### src/rtl/twHistPkg.sv
package twHistPkg;

  // Strobes from the sequencing control to the accumulate/divide datapath
  typedef struct packed {
    logic clearAcc;  // restart accumulation (open loop or interval end)
    logic loadDiv;   // capture sum and count into the divider
    logic stepDiv;   // perform one restoring-division step
    logic writeOut;  // copy the finished quotient to the output register
  } histStrobes_t;

  typedef enum logic [1:0] {
    ST_IDLE  = 2'd0,
    ST_DIV   = 2'd1,
    ST_WRITE = 2'd2
  } divState_t;

endpackage

### src/rtl/twHistCtrl.sv
module twHistCtrl
  import twHistPkg::*;
#(
  parameter int INTV_W = 24,
  parameter int SUM_W  = 80
) (
  input  logic              clk,
  input  logic              rst_n,
  input  logic              closedLoop,
  input  logic              msTick,
  input  logic [INTV_W-1:0] intervalMs,
  input  logic              sampleAvail,
  output histStrobes_t      strobes
);

  localparam int STEP_W = $clog2(SUM_W + 1);

  logic [INTV_W-1:0] msCount;
  logic [INTV_W:0]   msNext;
  logic [INTV_W:0]   effLen;
  logic              intervalEnd;
  logic [STEP_W-1:0] stepCnt;
  divState_t         state;

  assign msNext = {1'b0, msCount} + (INTV_W+1)'(1);
  assign effLen = (intervalMs == '0) ? (INTV_W+1)'(1) : {1'b0, intervalMs};

  // Ticks count only in closed loop; the interval closes on the tick that reaches the length
  assign intervalEnd = closedLoop & msTick & (msNext >= effLen);

  always_comb begin
    strobes.clearAcc = ~closedLoop | intervalEnd;
    strobes.loadDiv  = intervalEnd & (state == ST_IDLE) & sampleAvail;
    strobes.stepDiv  = (state == ST_DIV);
    strobes.writeOut = (state == ST_WRITE);
  end

  always_ff @(posedge clk or negedge rst_n) begin
    if (!rst_n) begin
      msCount <= '0;
    end else if (!closedLoop || intervalEnd) begin
      msCount <= '0;
    end else if (msTick) begin
      msCount <= msNext[INTV_W-1:0];
    end
  end

  always_ff @(posedge clk or negedge rst_n) begin
    if (!rst_n) begin
      state   <= ST_IDLE;
      stepCnt <= '0;
    end else begin
      unique case (state)
        ST_IDLE: begin
          if (strobes.loadDiv) begin
            state   <= ST_DIV;
            stepCnt <= STEP_W'(SUM_W);
          end
        end
        ST_DIV: begin
          stepCnt <= stepCnt - STEP_W'(1);
          if (stepCnt == STEP_W'(1)) begin
            state <= ST_WRITE;
          end
        end
        ST_WRITE: begin
          state <= ST_IDLE;
        end
        default: begin
          state <= ST_IDLE;
        end
      endcase
    end
  end

endmodule

### src/rtl/twHistPath.sv
module twHistPath
  import twHistPkg::*;
#(
  parameter int WORD_W = 48,
  parameter int CNT_W  = 32,
  parameter int SUM_W  = 80
) (
  input  logic              clk,
  input  logic              rst_n,
  input  logic [WORD_W-1:0] twIn,
  input  logic              twValid,
  input  logic              closedLoop,
  input  histStrobes_t      strobes,
  output logic              sampleAvail,
  output logic [WORD_W-1:0] avgOut,
  output logic              histValid,
  output logic              avgUpdate
);

  localparam logic [CNT_W-1:0] CNT_MAX = {CNT_W{1'b1}};

  logic [SUM_W-1:0] sumAcc;
  logic [SUM_W-1:0] sumNext;
  logic [CNT_W-1:0] cntAcc;
  logic [CNT_W-1:0] cntNext;
  logic             addOk;

  // Divider registers: dividend shifts into the quotient in place
  logic [SUM_W-1:0] dvd;
  logic [CNT_W-1:0] dvs;
  logic [CNT_W-1:0] rem;
  logic [CNT_W:0]   trial;
  logic [CNT_W:0]   diff;

  assign addOk       = closedLoop & twValid & (cntAcc != CNT_MAX);
  assign sumNext     = sumAcc + (addOk ? SUM_W'(twIn) : '0);
  assign cntNext     = cntAcc + CNT_W'(addOk);
  assign sampleAvail = (cntNext != '0);

  always_ff @(posedge clk or negedge rst_n) begin
    if (!rst_n) begin
      sumAcc <= '0;
      cntAcc <= '0;
    end else if (strobes.clearAcc) begin
      sumAcc <= '0;
      cntAcc <= '0;
    end else if (addOk) begin
      sumAcc <= sumNext;
      cntAcc <= cntNext;
    end
  end

  assign trial = {rem, dvd[SUM_W-1]};
  assign diff  = trial - {1'b0, dvs};

  always_ff @(posedge clk or negedge rst_n) begin
    if (!rst_n) begin
      dvd <= '0;
      dvs <= '0;
      rem <= '0;
    end else if (strobes.loadDiv) begin
      dvd <= sumNext;
      dvs <= cntNext;
      rem <= '0;
    end else if (strobes.stepDiv) begin
      if (!diff[CNT_W]) begin
        rem <= diff[CNT_W-1:0];
        dvd <= {dvd[SUM_W-2:0], 1'b1};
      end else begin
        rem <= trial[CNT_W-1:0];
        dvd <= {dvd[SUM_W-2:0], 1'b0};
      end
    end
  end

  always_ff @(posedge clk or negedge rst_n) begin
    if (!rst_n) begin
      avgOut    <= '0;
      histValid <= 1'b0;
      avgUpdate <= 1'b0;
    end else begin
      avgUpdate <= strobes.writeOut;
      if (strobes.writeOut) begin
        avgOut    <= dvd[WORD_W-1:0];
        histValid <= 1'b1;
      end
    end
  end

endmodule

### src/rtl/twHistory.sv
module twHistory
  import twHistPkg::*;
#(
  parameter int WORD_W = 48,
  parameter int CNT_W  = 32,
  parameter int INTV_W = 24
) (
  input  logic              clk,
  input  logic              rst_n,
  input  logic [WORD_W-1:0] twIn,
  input  logic              twValid,
  input  logic              closedLoop,
  input  logic              msTick,
  input  logic [INTV_W-1:0] intervalMs,
  output logic [WORD_W-1:0] avgOut,
  output logic              histValid,
  output logic              avgUpdate
);

  localparam int SUM_W = WORD_W + CNT_W;

  histStrobes_t strobes;
  logic         sampleAvail;

  twHistCtrl #(
    .INTV_W(INTV_W),
    .SUM_W (SUM_W)
  ) ctrl (
    .clk        (clk),
    .rst_n      (rst_n),
    .closedLoop (closedLoop),
    .msTick     (msTick),
    .intervalMs (intervalMs),
    .sampleAvail(sampleAvail),
    .strobes    (strobes)
  );

  twHistPath #(
    .WORD_W(WORD_W),
    .CNT_W (CNT_W),
    .SUM_W (SUM_W)
  ) path (
    .clk        (clk),
    .rst_n      (rst_n),
    .twIn       (twIn),
    .twValid    (twValid),
    .closedLoop (closedLoop),
    .strobes    (strobes),
    .sampleAvail(sampleAvail),
    .avgOut     (avgOut),
    .histValid  (histValid),
    .avgUpdate  (avgUpdate)
  );

endmodule

### config.mk
export PLATFORM = sky130hd
export DESIGN_NAME = twHistory
export DESIGN_NICKNAME = d
export VERILOG_FILES = /design/src/rtl/twHistPkg.sv /design/src/rtl/twHistCtrl.sv /design/src/rtl/twHistPath.sv /design/src/rtl/twHistory.sv
export SDC_FILE = /design/constraint.sdc
export NUM_CORES = 1
export LEC_CHECK = 0
export BUFFER_PORTS_ARGS = -buffer_cell sky130_fd_sc_hd__buf_2
export CAP_MARGIN = 40
export CORE_MARGIN = 3
export CORE_UTILIZATION = 56
export DETAILED_ROUTE_END_ITERATION = 8
export HOLD_SLACK_MARGIN = 0.06
export PLACE_DENSITY = 0.77
export REMOVE_ABC_BUFFERS = 1
export SKIP_CTS_REPAIR_TIMING = 1
export SLEW_MARGIN = 20
export SYNTH_ARGS = -nofsm -noshare
export SYNTH_HDL_FRONTEND = slang
export SYNTH_SLANG_ARGS = --single-unit
### constraint.sdc
create_clock -name clk -period 4.8 [get_ports clk]
set_input_delay 0.24 -clock clk [delete_from_list [all_inputs] [get_ports clk]]
set_output_delay 0.24 -clock clk [all_outputs]
set_load 0.005 [all_outputs]
Yosys cells after proc, flatten, opt, wreduce, memory -nomap -nowiden
Cells that the tools add are included.
Storage, ports and cells
  flip-flop bits (word level): 339
  bits of input ports: 77
  output and inout bits: 50
  logic and storage cells: 61
Operators by class
  $add $sub $neg: 5
  $lt $le $gt $ge: 1
  eq/ne operators: 6
  mux-type cells: 19
  bitwise logic cells: 8
  reductions and logical operators: 11
Operator list (count)
  80-bit two-way mux: 4
  32-bit two-way mux: 5
  80-bit adder: 1
  24-bit two-way mux: 3
  48-bit two-way mux: 1
  33-bit by 32-bit subtractor with 33-bit output: 1
  32-bit by 1-bit adder with 32-bit output: 1
  32-bit inequality test, second input constant: 1
  32-bit nonzero test: 1
  24-bit by 1-bit adder with 25-bit output, second input constant: 1
  25-bit greater-or-equal comparator: 1
  24-bit zero test: 1
  7-bit one-hot mux with 2 select lines: 1
  2-bit nonzero test: 4
  7-bit by 1-bit equality test with 1-bit output, second input constant: 1
  7-bit two-way mux: 1
  7-bit by 1-bit subtractor with 7-bit output, second input constant: 1
  1-bit AND: 6
  2-bit two-way mux: 2
  2-bit one-hot mux with 2 select lines: 1
  2-bit AND reduction: 2
  2-bit by 1-bit equality test with 1-bit output, second input constant: 1
  2-bit equality test, second input constant: 1
  2-bit zero test: 1
  7 further kinds: 7

Depth between registers and ports, before layout
Gate-level depths: netlist of the first run.
  word-level depth: 8
  depth in mapped cells: 22
  gate-level depth less buffers: 18

Cells and area by module
Synthesis of the first run repeated with hierarchy kept, for this count alone.
Second synthesis, totals
  cell total of the unflattened synthesis: 2540
  area total of the unflattened synthesis: 22335.2 µm²
Modules (own cells, without submodules)
  twHistPath: instances 1, cells an instance 2250, area each 19728.9 µm², seq. area each 7657.3 µm²
  twHistCtrl: instances 1, cells an instance 290, area each 2606.2 µm², seq. area each 825.8 µm²

Worst setup path before layout of the first run
Ideal clock, no wire load.
  path type: register to register
  start: register path.cntAcc[10]
  end: register path.sumAcc[68]
  library setup time: 78 ps
  data arrival time: 5066 ps
  setup slack: -344 ps
  stages on the path, launching flop included: 19
  period minus slack after synthesis: 5144 ps
  cell sequence: dfrtp_1 buf_2 nand4_1 or4_1 o41a_1 clkbuf_1 and3_1 ha_1 clkbuf_1 o21ai_0 a21oi_1 nand4_1 o211a_1 o21a_1 o31ai_1 a221oi_1 or4_1 or3_1 a21oi_1
Between the ends
  cells in the longest elaborated chain, start to end: 6
  elaborated cells on any way between the ends: 7
Ends and longest elaborated chain
  start: declaration: RTL line twHistPath.sv:24  | logic [CNT_W-1:0] cntAcc;
  start signal: assignment: RTL line twHistPath.sv:49  | cntAcc <= cntNext;
  32-bit inequality test (*): RTL line twHistPath.sv:35  | assign addOk = closedLoop & twValid & (cntAcc != CNT_MAX);
  1-bit AND (*): RTL line twHistPath.sv:35
  48-bit two-way mux: RTL line twHistPath.sv:36  | assign sumNext = sumAcc + (addOk ? SUM_W'(twIn) : '0);
  80-bit adder: RTL line twHistPath.sv:36
  80-bit two-way mux: RTL line twHistPath.sv:47  | end else if (addOk) begin
  80-bit two-way mux: RTL line twHistPath.sv:44  | end else if (strobes.clearAcc) begin
  end signal: assignment: RTL line twHistPath.sv:48  | sumAcc <= sumNext;
  end: declaration: RTL line twHistPath.sv:22  | logic [SUM_W-1:0] sumAcc;
Every way passes the cells marked *; elsewhere a longest branch is shown, timed or not. The select of a mux whose other input is x is not followed.
A chain may end at the register's enable or synchronous reset.

Worst setup path after layout of the first run
  start: register path.cntAcc[12]
  end: register path.sumAcc[68]
The elaborated chain is that of the path after synthesis.

==> results of run 1 <==
[placed cells by master (no fill, tap or decap), drive strengths merged, types with 23 or more instances in the layout]
cell and count:
a21o 43, a21oi 123, a222oi 23, a22o 49
a22oi 25, and3 73, buf 319, clkbuf 58
dfrtp 339, ha 109, inv 126, mux2 40
nand2 236, nand2b 27, nand3 77, nand4 44
nor2 166, nor3 53, nor4 23, o21ai 149
o311ai 23, xnor2 130, xor2 72
[layout make-up]
class | count | area (sq um)
clock buffers | 56 | 1170
inverters | 125 | 469
multi-input cells | 1748 | 12000
well taps | 504 | 631
repair buffers | 322 | 2320
clock inverters | 15 | 268
fillers | 2891 | 11600
flip-flops and latches | 339 | 8480
[cell families after synthesis]
group                      count (synthesis)
adders and majority gates                111
buffers and inverters                    272
muxes                                     55
AOI/OAI and AO/OA                        613
and+or+nand+nor                          765
DFF                                      339
xor gates and xnor gates                 202
[synthesized netlist by cell type (40+ instances only)]
master / number / area (sq um)
nor2_1: 166 / 623
ha_1: 109 / 1360
a21oi_1: 123 / 616
xor2_1: 72 / 631
nand2_1: 236 / 886
inv_1: 125 / 469
o21ai_0: 149 / 746
nand3_1: 77 / 385
xnor2_1: 130 / 1140
and3_1: 73 / 457
nand4_1: 44 / 275
a21o_1: 43 / 323
dfrtp_1: 339 / 8480
a22o_1: 49 / 429
nor3_1: 52 / 260
clkbuf_1: 106 / 398
mux2_2: 40 / 450
[sequential cells by signal, summed over array words and instances, names as in the netlist, 2 cells and up]
register	flops
path.dvd	80
path.sumAcc	80
path.avgOut	48
path.cntAcc	32
path.dvs	32
path.rem	32
ctrl.msCount	24
ctrl.stepCnt	7
ctrl.state	2
[stage by stage]
stage,util,hold WS (ns),TNS [ns],setup slack [ns]
after CTS,0.671,-0.220,-56.10,-0.501
after global routing,0.687,0.108,-1.30,-0.134
after global placement,0.631,0.358,-15.88,-0.401
after detailed placement,0.632,0.370,-36.21,-0.484
final,0.687,0.115,-0.0138,-0.0138
after floorplan,-,-0.0556,-375.30,-2.16
[critical path, delay by kind of cell (launching register included)]
kind | cells | cell delay [ns]
AO/OA/AOI/OAI | 6 | 1.37
AND/OR/NAND/NOR | 8 | 2.19
adder cells (fa/ha/maj) | 1 | 0.30
buffers and inverters | 3 | 0.52
flip-flops | 1 | 0.37
[routing by layer]
layer / share of wire / routed length, microns / track usage / vias up
li1: - / - / - / 8933
met1: 0.43 / 26300 / 0.390 / 9406
met2: 0.48 / 29200 / 0.489 / 671
met3: 0.062 / 3730 / 0.0401 / 121
met4: 0.023 / 1390 / 0.0765 / 0
met5: 0 / 0 / 0 / -
[worst paths after layout]
path | start | end | slack, ns
max | path.cntAcc[12] | path.sumAcc[68] | -0.01
min | msTick | ctrl.msCount[22] | 0.12
max reg2reg | path.cntAcc[12] | path.sumAcc[68] | -0.01
min reg2reg | path.histValid | path.histValid | 0.47
max in group asynchronous | rst_n | path.sumAcc[45] | 3.32
min in group asynchronous | rst_n | path.avgOut[1] | 0.33
[power groups by stage]
stage / sequential, W / clock [W] / combinational, W
after detailed placement: 0.00324 / 0 / 0.00203
after global routing: 0.00322 / 0.00350 / 0.00232
after CTS: 0.00320 / 0.00338 / 0.00203
final: 0.00320 / 0.00334 / 0.00207
after global placement: 0.00324 / 0 / 0.00194
after floorplan: 0.00320 / 0 / 0.00148
==> metrics, run 1 <==
Clock transition at path regs=0.06 ns; Nets=2764; critical path capture point type=flop; Fmax achieved=0.208 GHz; IO buf count=126; first-pass GRT wire length=96900 microns; CTS Buf Count=40; Die H=200 microns; outcome=finished, violations left; Synth Area in Compound Gates=0.196; Via density=6.15; Critical Path Fanout Max=7; Max Slew Vio Count=0; vias in the first global route=19037; VDD IR-drop max=0.000370 V; H-Tree Depth=2; XOR/XNOR Fraction of Synth Area=0.0835; final cell count without fillers=3109; Async S/R FF share, synth=1.00; final cycle utilization of the critical path=1.00; largest family of logic cells by synthesized area=compound AO/OA/AOI/OAI gates; Worst-Margin Slew=0.865 ns; design area=25400 sq um; most frequent cell on the critical path=and3_1; register area share after synthesis=0.401; Yosys reg bits=339; Overall Power=0.00862 W; vias post-DR=19131; Logic pwr share=0.241; Simple-Gate Fraction of Synth Area=0.174; unrepaired setup endpoints after global routing=true; deepest clock path buffer count=3; num rows=70; placed cells=3016; Sw Share=0.299; Crit path largest cell delay=0.55 ns; initial drt markers=1845; violated checks=setup timing; Die X=200 microns; hold crit path type=in -> reg; average cell area after synthesis=8.98 sq um; post-synthesis instance total=2357; mux contribution to synthesized area=0.0284; Antenna Nets Post-Route=0; Yosys cell types=73; post-detail-place hpwl=41900 microns; Setup violations, final=1; final hold vios=0; R2R depth=18; Internal Power=0.00604 W; Starting Density=0.573; gr ovfl total=0; antenna violations before repair=0; # DRC=0; startpoint types=flop; drt first pass iters=9; Worst EP arrival=5.29 ns; die footprint=40200 sq um; Final Skew=0.0135 ns; power per cell area=340 nW/um^2; Synthesis Warnings=0; NetSw=0.00258 W; wire length per cell=19.5 microns; Slowest cell on crit path=or4_4; GRT Resource Usage Total=0.288; layout cells sized above 1=0.194; Max-Cap Viols=0; ANT cells=0; Post-synth top flop=dfrtp_1; floorplan core area=37000 sq um; Setup WS post-layout=-0.0138 ns; area delta synth->final=19.8%; Mapped Area=21200 sq um; worst-path cell chain=nand4_1 -> or4_4 -> o41a_4 -> clkbuf_4 -> and3_1 -> ha_1 -> and4_1 -> and3_1 -> nand3_1 -> o211a_4 -> o21a_1 -> o31ai_4 -> buf_6 -> a221oi_2 -> buf_4 -> or4_1 -> or3_1 -> a21oi_1; Final min period=4.81 ns; Post-synth EDFFs=0; area post-placement=23400 sq um; worst skew pair latency=0.56 ns; largest net degree at the start of global routing=122; Flop pwr share=0.372; adder-cell share of the synthesized area=0.0663; Leak Pwr=12.1 nW; routability cong.=0.948; worst rel slew slack=0.423; worst hold stages=4; clk sink count=339; final WL=60600 microns; Clock Tree Root=clkbuf_16; Crit Path Class=reg -> reg; Ports=127; CTS tree=yes; Clk pwr share=0.387; WP data required=5.28 ns
No activity file was read; power rests on OpenSTA's default activity.
==> run 2, diff against run 1 <==
- ABC_AREA: not set -> 1
- CORE_UTILIZATION: 56 -> 57
- PLACE_DENSITY: 0.77 -> 0.78
==> run 2 against run 1 <==
- the run now ends clean
- setup slack better by 0.51 ns
- final area up 7.1%
- largest cell class unchanged
- largest power group unchanged
- sequential power down 10%
- non-clock buffer count down 163
- via count up 30%
- worst hold slack worse by 0.018 ns
- critical path type unchanged
==> metrics, run 2 <==
outcome=finished clean; Crit path largest cell delay=0.41 ns (-0.14 ns); num rows=75 (+7.1%); wire length per cell=16.9 microns (-13%); reg-to-reg critical path startpoint=path.cntAcc[8]; first-pass GRT wire length=121000 microns (+25%); Ports=127 (unchanged); clk sink count=339 (unchanged); Via density=5.49 (-11%); worst-path cell chain=nand2_1 -> nor2_1 -> nand2_1 -> nor4_1 -> nand2_1 -> nand3_4 -> inv_1 -> ha_1 -> ha_1 -> nand3_1 -> nor2_2 -> nand3_1 -> nand2_1 -> nand2_1 -> nor2_1 -> nand2_1 -> nor3_1 -> nand3_4 -> nand2_8 -> buf_12 -> nand3_1 -> nand2_1; Synthesis Warnings=0 (unchanged); die footprint=45700 sq um (+14%); adder-cell share of the synthesized area=0.0571 (-0.00919); Worst EP arrival=4.80 ns (-0.49 ns); commonest non-fill, non-tap cell in the layout=nand2_1; Critical Path Fanout Max=57 (+50); Post-synth EDFFs=0 (unchanged); Die X=214 microns (+6.6%); gr ovfl total=0 (unchanged); # DRC=0 (unchanged); Max Slew Vio Count=0 (unchanged); Yosys cell types=39 (-47%); average cell area after synthesis=6.34 sq um (-29%); Final min period=4.30 ns (-0.514 ns); Slowest cell on crit path=dfrtp_1; Multi-input gate area=13500 sq um (+13%); post-detail-place hpwl=57600 microns (+38%); layout cells sized above 1=0.0626 (-0.132); Simple-Gate Fraction of Synth Area=0.396 (+0.222); synth cell count leaders=nand2_1 (1493), inv_1 (555), nand3_1 (431), dfrtp_1 (339), nor2_1 (319); floorplan core area=42200 sq um (+14%); Clock Tree Root=clkbuf_16; vias post-DR=24891 (+30%); Final Skew=0.0157 ns (+0.00221 ns); XOR/XNOR Fraction of Synth Area=0.0303 (-0.0533); Post-synth top flop=dfrtp_1; deepest clock path buffer count=3 (unchanged); hold slack final=0.0969 ns (-0.0182 ns); Reg area=8480 sq um (about the same); H-Tree Depth=2 (unchanged); largest net degree at the start of global routing=139 (+14%); unrepaired setup endpoints after global routing=false; Critical path origin=path.cntAcc[8]; most frequent cells in the layout=nand2_1 (1493), inv_1 (554), nand3_1 (430), dfrtp_1 (339), nor2_1 (315); GRT Resource Usage Total=0.333 (+0.0458); Synth Area in Compound Gates=0.0640 (-0.132); Mapped Area=24600 sq um (+16%); register area share after synthesis=0.345 (-0.0555); area delta synth->final=10.6%; power per cell area=235 nW/um^2 (-31%); IO buf count=126 (unchanged); design area=27200 sq um (+7.1%); worst skew pair latency=0.58 ns (+0.02 ns); reg2reg end=path.rem[19]; CP delay by family, top=simple AND/OR/NAND/NOR gates; R2R depth=22 (+4); Post-Place Setup Slack=0.340 ns (+0.824 ns); Antenna Nets Post-Route=0 (unchanged); Setup violations, final=0 (-1); Setup WS post-layout=0.501 ns (+0.514 ns); area post-placement=25800 sq um (+10%); vias in the first global route=23080 (+21%); Yosys reg bits=339 (unchanged); r2r setup slk=0.50 ns (+0.51 ns); most common cell in the netlist=nand2_1; WP data required=5.31 ns (+0.03 ns); Clock transition at path regs=0.06 ns (about the same); final hold vios=0 (unchanged); Crit Path Class=reg -> reg; largest family of logic cells by synthesized area=simple AND/OR/NAND/NOR gates; worst rel slew slack=0.458 (+0.0343); antenna violations before repair=0 (unchanged); final WL=76700 microns (+27%); largest registers=path.dvd x80, path.sumAcc x80, path.avgOut x48; Synth top area share=0.345 (-0.0555); min-delay src=msTick; Endpoint, Worst Hold=ctrl.msCount[22]; Worst-Margin Slew=0.814 ns (-0.0514 ns); most frequent cell on the critical path=nand2_1; mux contribution to synthesized area=0.000407 (-0.0280); routability cong.=1.11 (+17%); hold crit path type=in -> reg; synth top area cells=dfrtp_1 (35%), nand2_1 (23%), nand3_1 (8.8%); initial drt markers=2244 (+22%); Fmax achieved=0.233 GHz (+12%); CTS tree=yes; worst hold stages=4 (unchanged); Buf/Inv on CP=2 (-1); Async S/R FF share, synth=1.00 (unchanged); startpoint types=flop; Max-Cap Viols=0 (unchanged); Nets=4155 (+50%); post-synthesis instance total=3876 (+64%); CTS Buf Count=40 (unchanged); Starting Density=0.582 (+0.00921); Die H=214 microns (+6.6%); final cycle utilization of the critical path=0.896 (-0.107); Synth area leader=dfrtp_1; drt first pass iters=6 (-3); ANT cells=0 (unchanged); critical path capture point type=flop; VDD IR-drop max=0.000265 V (-28%); Leak Pwr=14.6 nW (+21%); fill count=4027 (+39%)
[run 2: cell types whose count changed after synthesis, sizes merged, moves of 25 or more]
cell	previous run	this run
a21o	43	7
a22o	49	0
a22oi	25	0
and3	73	0
clkbuf	106	75
inv	125	557
mux2	40	0
nand2	236	1495
nand2b	27	1
nand3	77	432
nor2	166	325
xnor2	130	27
[run 2: cell type report]
class,instances,share of cell area
clock buffer,53,0.0419
clock inverter,17,0.00755
inverter,558,0.0771
multi-input combinational,2869,0.498
sequential,339,0.312
tap,539,0.0248
timing repair buffer,159,0.0386
[run 2: kinds of logic (layout without fill, tap and decap cells)]
family,after synthesis,in the layout
flops,339,339
buf+inv,669,787
mux,1,1
compound gates,301,301
xor+xnor,85,85
simple gates,2370,2371
fa+ha+maj,111,111
[run 2: worst max-delay path by stage]
stage / slack (ns) / depth (start not counted) / end
finish: 0.50 / 22 / path.rem[19]
global route: 0.06 / 24 / ctrl.stepCnt[4]
CTS: 0.31 / 23 / path.dvd[75]
detailed placement: 0.34 / 23 / ctrl.stepCnt[4]
global placement: 0.42 / 23 / ctrl.stepCnt[4]
floorplan: -4.28 / 21 / path.dvs[10]
[run 2: report_power, final]
part | internal (W) | total [W] | leakage (nW) | switching [W]
Sequential | 0.00287 | 0.00288 | 4.30 | 0.00000844
Clock | 0.00184 | 0.00315 | 0.658 | 0.00131
Combinational | 0.000104 | 0.000373 | 9.67 | 0.000269
Total | 0.00482 | 0.00640 | 14.6 | 0.00158
[run 2: layer usage]
layer	part of all wire	wire (microns)	GRT usage
met1	0.43	32600	0.445
met3	0.065	4990	0.0452
met2	0.48	36500	0.563
met5	0	0	0
met4	0.034	2640	0.113
[run 2: per-stage QoR]
step | power (W) | cells | setup TNS [ns] | util
final | 0.00640 | 4534 | 0 | 0.644
after floorplan | 0.00310 | 3765 | -580.45 | -
after detailed placement | 0.00330 | 4459 | 0 | 0.610
after global placement | 0.00329 | 4458 | 0 | 0.609
after global routing | 0.00659 | 4534 | 0 | 0.644
after CTS | 0.00642 | 4529 | 0 | 0.642
[run 2: tightest hold or removal path, delay by kind of cell]
kind / cells / cell delay (ns)
buffers and inverters: 1 / 0.09
and+or+nand+nor: 3 / 0.29
